## config.mk

```make
export PLATFORM = sky130hd
export DESIGN_NAME = spec_fill_buf
export DESIGN_NICKNAME = d
export VERILOG_FILES = /design/src/rtl/sfb_pkg.sv /design/src/rtl/sfb_steer.sv /design/src/rtl/sfb_store.sv /design/src/rtl/spec_fill_buf.sv
export SDC_FILE = /design/constraint.sdc
export NUM_CORES = 2
export LEC_CHECK = 0
export ABC_AREA = 1
export CORE_MARGIN = 3
export CORE_UTILIZATION = 25
export CTS_BUF_LIST = sky130_fd_sc_hd__clkbuf_8
export DETAILED_ROUTE_END_ITERATION = 8
export SLEW_MARGIN = 0
export SYNTH_ARGS = -nofsm -noshare
export SYNTH_HDL_FRONTEND = slang
export SYNTH_SLANG_ARGS = --single-unit
```

## constraint.sdc

```tcl
create_clock -name clk -period 7.11 [get_ports clk]
set_input_delay 1.7775 -clock clk [delete_from_list [all_inputs] [get_ports clk]]
set_output_delay 1.7775 -clock clk [all_outputs]
set_load 0.005 [all_outputs]
```

## src/rtl/sfb_pkg.sv

```systemverilog
package sfb_pkg;
  localparam int RND_W = 8;

  typedef enum logic {
    PLACE_CONF = 1'b0,
    PLACE_RAND = 1'b1
  } place_mode_e;

  // one step of the 8-bit placement generator
  function automatic logic [RND_W-1:0] rnd_step(input logic [RND_W-1:0] s);
    return {s[6:0], s[7] ^ s[5] ^ s[4] ^ s[3]};
  endfunction

  // placement decision: 1 means the side store takes the line
  function automatic logic goes_to_side(input logic mode, input logic conf,
                                        input logic [RND_W-1:0] rnd,
                                        input logic [RND_W-1:0] frac);
    if (mode == PLACE_RAND) return rnd < frac;
    return !conf;
  endfunction
endpackage

```

## src/rtl/sfb_steer.sv

```systemverilog
module sfb_steer
  import sfb_pkg::*;
(
  input  logic             clk,
  input  logic             rst_n,
  input  logic             fill_valid,
  input  logic             fill_conf,
  input  logic             cfg_mode,
  input  logic [RND_W-1:0] cfg_frac,
  output logic             to_side
);
  logic [RND_W-1:0] rnd_q;
  logic             rnd_adv;

  assign rnd_adv = fill_valid && (cfg_mode == PLACE_RAND);
  assign to_side = goes_to_side(cfg_mode, fill_conf, rnd_q, cfg_frac);

  always_ff @(posedge clk) begin
    if (!rst_n)       rnd_q <= RND_W'(1);
    else if (rnd_adv) rnd_q <= rnd_step(rnd_q);
  end


  rnd_nonzero_chk: assert property (@(posedge clk) disable iff (!rst_n)
    rnd_q != '0);


  rnd_hold_chk: assert property (@(posedge clk) disable iff (!rst_n)
    !rnd_adv |=> $stable(rnd_q));
endmodule

```

## src/rtl/sfb_store.sv

```systemverilog
module sfb_store #(
  parameter int ADDR_W      = 16,
  parameter int DATA_W      = 32,
  parameter int ENTRIES     = 16,
  parameter bit FULLY_ASSOC = 1'b1
) (
  input  logic              clk,
  input  logic              rst_n,
  input  logic              lkp_valid,
  input  logic [ADDR_W-1:0] lkp_addr,
  input  logic              fill_valid,
  input  logic [ADDR_W-1:0] fill_addr,
  input  logic [DATA_W-1:0] fill_data,
  input  logic              to_side,
  output logic              lk_hit,
  output logic [DATA_W-1:0] lk_data
);
  localparam int IDX_W = (ENTRIES > 1) ? $clog2(ENTRIES) : 1;
  localparam logic [IDX_W-1:0] AGE_MAX = IDX_W'(ENTRIES - 1);

  logic [ENTRIES-1:0] val_q;
  logic [ADDR_W-1:0]  tag_q [ENTRIES];
  logic [DATA_W-1:0]  dat_q [ENTRIES];

  logic [ENTRIES-1:0] lk_match, fl_match;
  logic [IDX_W-1:0]   lk_slot, fl_slot, victim, wslot, tslot;
  logic               fl_hit, side_write, main_clear, touch;

  // match vectors; the direct-mapped variant only compares the indexed slot
  for (genvar i = 0; i < ENTRIES; i++) begin : g_match
    logic lk_sel, fl_sel;
    if (FULLY_ASSOC) begin : g_fa
      assign lk_sel = 1'b1;
      assign fl_sel = 1'b1;
    end else begin : g_dm
      assign lk_sel = (lkp_addr[IDX_W-1:0] == IDX_W'(i));
      assign fl_sel = (fill_addr[IDX_W-1:0] == IDX_W'(i));
    end
    assign lk_match[i] = lk_sel && val_q[i] && (tag_q[i] == lkp_addr);
    assign fl_match[i] = fl_sel && val_q[i] && (tag_q[i] == fill_addr);
  end

  always_comb begin
    lk_slot = '0;
    fl_slot = '0;
    for (int i = 0; i < ENTRIES; i++) begin
      if (lk_match[i]) lk_slot = IDX_W'(i);
      if (fl_match[i]) fl_slot = IDX_W'(i);
    end
  end

  assign lk_hit     = |lk_match;
  assign lk_data    = lk_hit ? dat_q[lk_slot] : '0;
  assign fl_hit     = |fl_match;
  assign side_write = fill_valid && to_side;
  assign main_clear = fill_valid && !to_side && fl_hit;
  assign wslot      = fl_hit ? fl_slot : victim;
  assign touch      = side_write || (lkp_valid && lk_hit);
  assign tslot      = side_write ? wslot : lk_slot;

  if (FULLY_ASSOC) begin : g_lru
    logic [IDX_W-1:0] age_q [ENTRIES];

    always_comb begin
      logic found;
      found  = 1'b0;
      victim = '0;
      for (int i = 0; i < ENTRIES; i++) begin
        if (!found && !val_q[i]) begin
          victim = IDX_W'(i);
          found  = 1'b1;
        end
      end
      if (!found) begin
        for (int i = 0; i < ENTRIES; i++)
          if (age_q[i] == AGE_MAX) victim = IDX_W'(i);
      end
    end

    // ages stay a permutation: the touched entry becomes 0, younger ones age by one
    always_ff @(posedge clk) begin
      if (!rst_n) begin
        for (int i = 0; i < ENTRIES; i++) age_q[i] <= IDX_W'(i);
      end else if (touch) begin
        for (int i = 0; i < ENTRIES; i++) begin
          if (IDX_W'(i) == tslot)          age_q[i] <= '0;
          else if (age_q[i] < age_q[tslot]) age_q[i] <= age_q[i] + 1'b1;
        end
      end
    end


    oldest_exists_chk: assert property (@(posedge clk) disable iff (!rst_n)
      (&val_q) |-> (age_q[victim] == AGE_MAX));
  end else begin : g_dm_victim
    assign victim = fill_addr[IDX_W-1:0];
  end

  always_ff @(posedge clk) begin
    if (!rst_n) begin
      val_q <= '0;
    end else if (side_write) begin
      val_q[wslot] <= 1'b1;
    end else if (main_clear) begin
      val_q[fl_slot] <= 1'b0;
    end
  end

  always_ff @(posedge clk) begin
    if (side_write) begin
      tag_q[wslot] <= fill_addr;
      dat_q[wslot] <= fill_data;
    end
  end


  lkp_unique_chk: assert property (@(posedge clk) disable iff (!rst_n)
    $onehot0(lk_match));


  fill_unique_chk: assert property (@(posedge clk) disable iff (!rst_n)
    $onehot0(fl_match));


  wslot_valid_chk: assert property (@(posedge clk) disable iff (!rst_n)
    side_write |=> val_q[$past(wslot)]);


  clear_done_chk: assert property (@(posedge clk) disable iff (!rst_n)
    main_clear |=> !val_q[$past(fl_slot)]);
endmodule

```

## src/rtl/spec_fill_buf.sv

```systemverilog
module spec_fill_buf
  import sfb_pkg::*;
#(
  parameter int ADDR_W      = 16,
  parameter int DATA_W      = 32,
  parameter int ENTRIES     = 16,
  parameter bit FULLY_ASSOC = 1'b1
) (
  input  logic              clk,
  input  logic              rst_n,
  input  logic              cfg_mode,
  input  logic [7:0]        cfg_frac,
  input  logic              lkp_valid,
  input  logic [ADDR_W-1:0] lkp_addr,
  input  logic              fill_valid,
  input  logic [ADDR_W-1:0] fill_addr,
  input  logic [DATA_W-1:0] fill_data,
  input  logic              fill_conf,
  output logic              rsp_valid,
  output logic              rsp_hit,
  output logic [DATA_W-1:0] rsp_data,
  output logic              mfill_valid,
  output logic [ADDR_W-1:0] mfill_addr,
  output logic [DATA_W-1:0] mfill_data,
  output logic              bfill_taken
);
  logic              to_side;
  logic              lk_hit;
  logic [DATA_W-1:0] lk_data;

  sfb_steer u_steer (
    .clk        (clk),
    .rst_n      (rst_n),
    .fill_valid (fill_valid),
    .fill_conf  (fill_conf),
    .cfg_mode   (cfg_mode),
    .cfg_frac   (cfg_frac),
    .to_side    (to_side)
  );

  sfb_store #(
    .ADDR_W      (ADDR_W),
    .DATA_W      (DATA_W),
    .ENTRIES     (ENTRIES),
    .FULLY_ASSOC (FULLY_ASSOC)
  ) u_store (
    .clk        (clk),
    .rst_n      (rst_n),
    .lkp_valid  (lkp_valid),
    .lkp_addr   (lkp_addr),
    .fill_valid (fill_valid),
    .fill_addr  (fill_addr),
    .fill_data  (fill_data),
    .to_side    (to_side),
    .lk_hit     (lk_hit),
    .lk_data    (lk_data)
  );

  always_ff @(posedge clk) begin
    if (!rst_n) begin
      rsp_valid   <= 1'b0;
      rsp_hit     <= 1'b0;
      rsp_data    <= '0;
      mfill_valid <= 1'b0;
      mfill_addr  <= '0;
      mfill_data  <= '0;
      bfill_taken <= 1'b0;
    end else begin
      rsp_valid   <= lkp_valid;
      rsp_hit     <= lkp_valid && lk_hit;
      rsp_data    <= lkp_valid ? lk_data : '0;
      mfill_valid <= fill_valid && !to_side;
      mfill_addr  <= fill_valid ? fill_addr : '0;
      mfill_data  <= fill_valid ? fill_data : '0;
      bfill_taken <= fill_valid && to_side;
    end
  end


  high_conf_main_chk: assert property (@(posedge clk) disable iff (!rst_n)
    (fill_valid && cfg_mode == PLACE_CONF && fill_conf) |=> (mfill_valid && !bfill_taken));


  low_conf_side_chk: assert property (@(posedge clk) disable iff (!rst_n)
    (fill_valid && cfg_mode == PLACE_CONF && !fill_conf) |=> (bfill_taken && !mfill_valid));


  zero_frac_main_chk: assert property (@(posedge clk) disable iff (!rst_n)
    (fill_valid && cfg_mode == PLACE_RAND && cfg_frac == 8'd0) |=> mfill_valid);


  rsp_follows_chk: assert property (@(posedge clk) disable iff (!rst_n)
    lkp_valid |=> rsp_valid);


  miss_zero_chk: assert property (@(posedge clk) disable iff (!rst_n)
    (rsp_valid && !rsp_hit) |-> (rsp_data == '0));


  one_dest_chk: assert property (@(posedge clk) disable iff (!rst_n)
    !(mfill_valid && bfill_taken));
endmodule

```

==> summary.md <==
| Metric | Value |
|---|---|
| GP Congestion | `0.9580` |
| Mapped Area | `43,430 sq um` |
| Die area | `178,800 sq um` |
| RSZ-0062 raised after global routing | `no` |
| Period utilization | `0.9062` |
| Via count | `34,570` |
| Post-Synth Adder-Cell Area | `0.01584` |
| EDFF count, synth | `832` |
| GR Overflow Total | `0` |
| NetSw | `3.318 mW` |
| Arr. time, crit path | `7.25 ns` |
| Sw Ratio | `0.2602` |
| Wire per inst | `22.91 um` |
| Nets | `4,630` |
| Internal Pwr Total | `9.432 mW` |
| Cell depth of the worst min-delay path | `2` |
| Area Growth Syn to Fin | `22.82%` |
| Setup CP Type | `in2reg` |
| Slew Limit Fails | `0` |
| Core box area | `172,100 sq um` |
| Rel. slew slack | `0.2829` |
| Ys flop type | `edfxtp_1` |
| Final worst clock skew | `0.06916 ns` |
| Hold Crit Start | `u_steer.rnd_q[0]` |
| Asr flop ratio synth | `0` |
| Leak | `19.53 nW` |
| #FFs+latches synth | `940` |
| Reg2reg end | `u_store.g_lru.age_q[3][0]` |
| Post-CTS Setup Bufs | `0` |
| CP Cell Sequence | `clkdlybuf4s50_1 > clkinv_1 > buf_4 > nand2_1 > nand4_1 > a2111oi_0 > nand4_1 > nand2_1 > o21bai_1 > nand2_4 > inv_4 > buf_4 > buf_4 > o21ai_0 > o221ai_1 > nand3_1 > a21oi_1 > buf_4` |
| Simple-gate share of the synthesized area | `0.1500` |
| First-pass GRT wire length | `229.3 mm` |
| Antenna Violating Nets Remaining | `0` |
| Compound-Gate Fraction of Synth Area | `0.1205` |
| Total GRT Usage | `0.1728` |
| Max-cap violations | `0` |
| Detailed Route Iter0 Violations | `4,045` |
| Clk Latency, worst-skew pair | `0.93 ns` |
| Port Buf Inserts | `161` |
| Critical Path Fanout Max | `80` |
| DP Area | `49,790 sq um` |
| Initial core utilization | `0.2524` |
| Drt drc | `0` |
| Post-Synthesis Cells | `4,093` |
| CP max stage delay | `0.84 ns` |
| Post-CTS Hold Buffers | `0` |
| Vias per inst | `4.968` |
| Clock slew at reported path FFs | `0.05 ns` |
| Endpoint, Worst Hold | `u_steer.rnd_q[0]` |
| TritonCTS Buffers | `172` |
| Final setup violation count | `0` |
| Die Span Y | `422.8 um` |
| Post-synthesis mux area share | `0` |
| Reg2Reg Depth | `46` |
| Syn Nets | `4,226` |
| Initial antenna violation count | `10` |
| Worst vdd ir | `0.2182 mV` |
| H-tree Lvls | `4` |
| Hold violation count in the final report | `0` |
| Yosys warnings | `0` |
| CTS tree | `yes` |
| DRT Pass-1 Iters | `6` |
| Post-synth top area share | `0.5752` |
| Post-synthesis xor/xnor area fraction | `0.03307` |
| Die W | `422.8 um` |
| PD cells | `239.0 nW/um^2` |
| Main combinational cell family by area after synthesis | `simple AND/OR/NAND/NOR gates` |
| Clock share of power | `0.418` |
| Final WL | `159.4 mm` |
| Req. time, crit path | `7.92 ns` |
| Worst path most repeated cell | `buf_4` |
| Flop pwr share | `0.485` |
| CTS Root Buffer Type | `clkbuf_8` |
| R2R Setup Slk | `1.67 ns` |
| Vias in the first global route | `33,580` |
| Sequential cell area fraction in the yosys report | `0.6250` |
| Synth top cells by count | `edfxtp_1, nor2_1, nand2_1` |
| Design area | `53,350 sq um` |
| Synth area leader | `edfxtp_1` |
| Synth area leaders | `edfxtp_1, dfxtp_1, nor2_1, nand2_1, o21ai_0` |
| CTS Buffer Depth | `3` |
| HPWL after DPL | `100.3 mm` |
| Type of the worst min-delay path | `reg2reg` |
| Startpoint types | `input port` |
| R2r startpoint | `u_store.val_q[3]` |
| Combinational power share | `0.096` |
| Critical-path cell with the highest stage delay | `buf_4` |
| Max Freq | `155.2 MHz` |
| Synth cell types | `65` |
| CP endpoint kind | `register` |
| Post-cts gate resize count | `0` |
| IO Pins | `162` |
| Slew @ Worst Pin | `1.076 ns` |
| FP Rows | `152` |
| Count leader, synth | `edfxtp_1` |
| Setup TNS | `0 ns` |
| Share of cells above drive strength 1 | `0.1385` |
| Status | `complete, no violations` |
| Final Critical Period | `6.443 ns` |
| Largest net degree at the start of global routing | `147` |
| Clock tree sinks | `940` |
| Mean area per synthesized cell | `10.61 sq um` |
[sequential cells by signal, summed over array words and instances, names as in the netlist]
name and count:
rsp_data 32, u_steer.rnd_q 8, rsp_valid 1, mfill_valid 1
u_store.g_lru.age_q 64, rsp_hit 1, mfill_data 32, bfill_taken 1
u_store.dat_q 512, mfill_addr 16, u_store.tag_q 256, u_store.val_q 16
[per-stage QoR]
| step | std cells | power (mW) | hold WS [ns] | setup WS, ns | util |
|---|---|---|---|---|---|
| after floorplan | 4093 | 6.884 | 0.4398 | 0.8154 | - |
| after global placement | 6633 | 7.506 | 0.4620 | -0.1501 | 0.2893 |
| after detailed placement | 6633 | 7.514 | 0.4795 | -0.1909 | 0.2893 |
| after CTS | 6952 | 12.89 | 0.4903 | 0.7805 | 0.3099 |
| after global routing | 6957 | 13.26 | 0.5220 | 0.4411 | 0.3099 |
| final | 6958 | 12.75 | 0.4980 | 0.6666 | 0.3099 |
[metal layers]
layer,routed length [um],global-route usage,vias up
met5,12,0,-
met4,6987,0.07787,2
met3,13040,0.03400,374
met2,74920,0.2822,1739
met1,64450,0.2211,16960
li1,-,-,15500
[power by group through the flow]
stage,sequential [mW],clock [mW],combinational [mW]
after floorplan,6.28,0,0.607
after global placement,6.30,0,1.21
after detailed placement,6.30,0,1.21
after CTS,6.19,5.49,1.22
after global routing,6.20,5.73,1.34
final,6.19,5.33,1.23
[cell families after synthesis]
logic type	Yosys count
XOR/XNOR	164
AND/OR/NAND/NOR	1500
AO/OA/AOI/OAI	822
adder cells (fa/ha/maj)	55
flip-flops	940
buffers and inverters	612
[critical path, delay by kind of cell]
kind / cells / cell delay, ns
AO/OA/AOI/OAI: 5 / 1.45
buffers and inverters: 7 / 3.02
AND/OR/NAND/NOR: 6 / 0.89
[cells in the final DEF (no fill, tap or decap), drive strengths merged, types with 55 or more instances in the layout]
| cell | instances |
|---|---|
| o22ai | 123 |
| clkinv | 66 |
| nand4 | 59 |
| nand2 | 533 |
| clkdlybuf4s50 | 156 |
| nand3 | 214 |
| o221ai | 132 |
| nor4 | 67 |
| a21oi | 82 |
| buf | 286 |
| ha | 55 |
| dfxtp | 108 |
| clkbuf | 183 |
| xor2 | 120 |
| edfxtp | 832 |
| inv | 454 |
| nor2 | 550 |
| o21ai | 367 |
[area by class of cell]
type | instances | area [sq um]
diodes | 6 | 15.01
clock buffers | 183 | 2519
clock inverters | 136 | 1018
fillers | 17490 | 118800
inverters | 400 | 1511
multi-input cells | 2541 | 14020
flip-flops and latches | 940 | 27150
well taps | 2310 | 2890
repair buffers | 442 | 4222
[how the worst max path moves through the flow]
stage / slack [ns] / cells past startpoint / start / to
floorplan: 0.82 / 32 / fill_addr[5] / u_store.g_lru.age_q[7][0]
global placement: -0.15 / 18 / lkp_addr[13] / rsp_data[15]
global route: 0.44 / 33 / fill_addr[0] / u_store.g_lru.age_q[3][0]
detailed placement: -0.19 / 18 / lkp_addr[13] / rsp_data[15]
CTS: 0.78 / 18 / lkp_addr[13] / rsp_data[15]
finish: 0.67 / 18 / lkp_addr[13] / rsp_data[15]
Power figures use the tool's default switching activity.
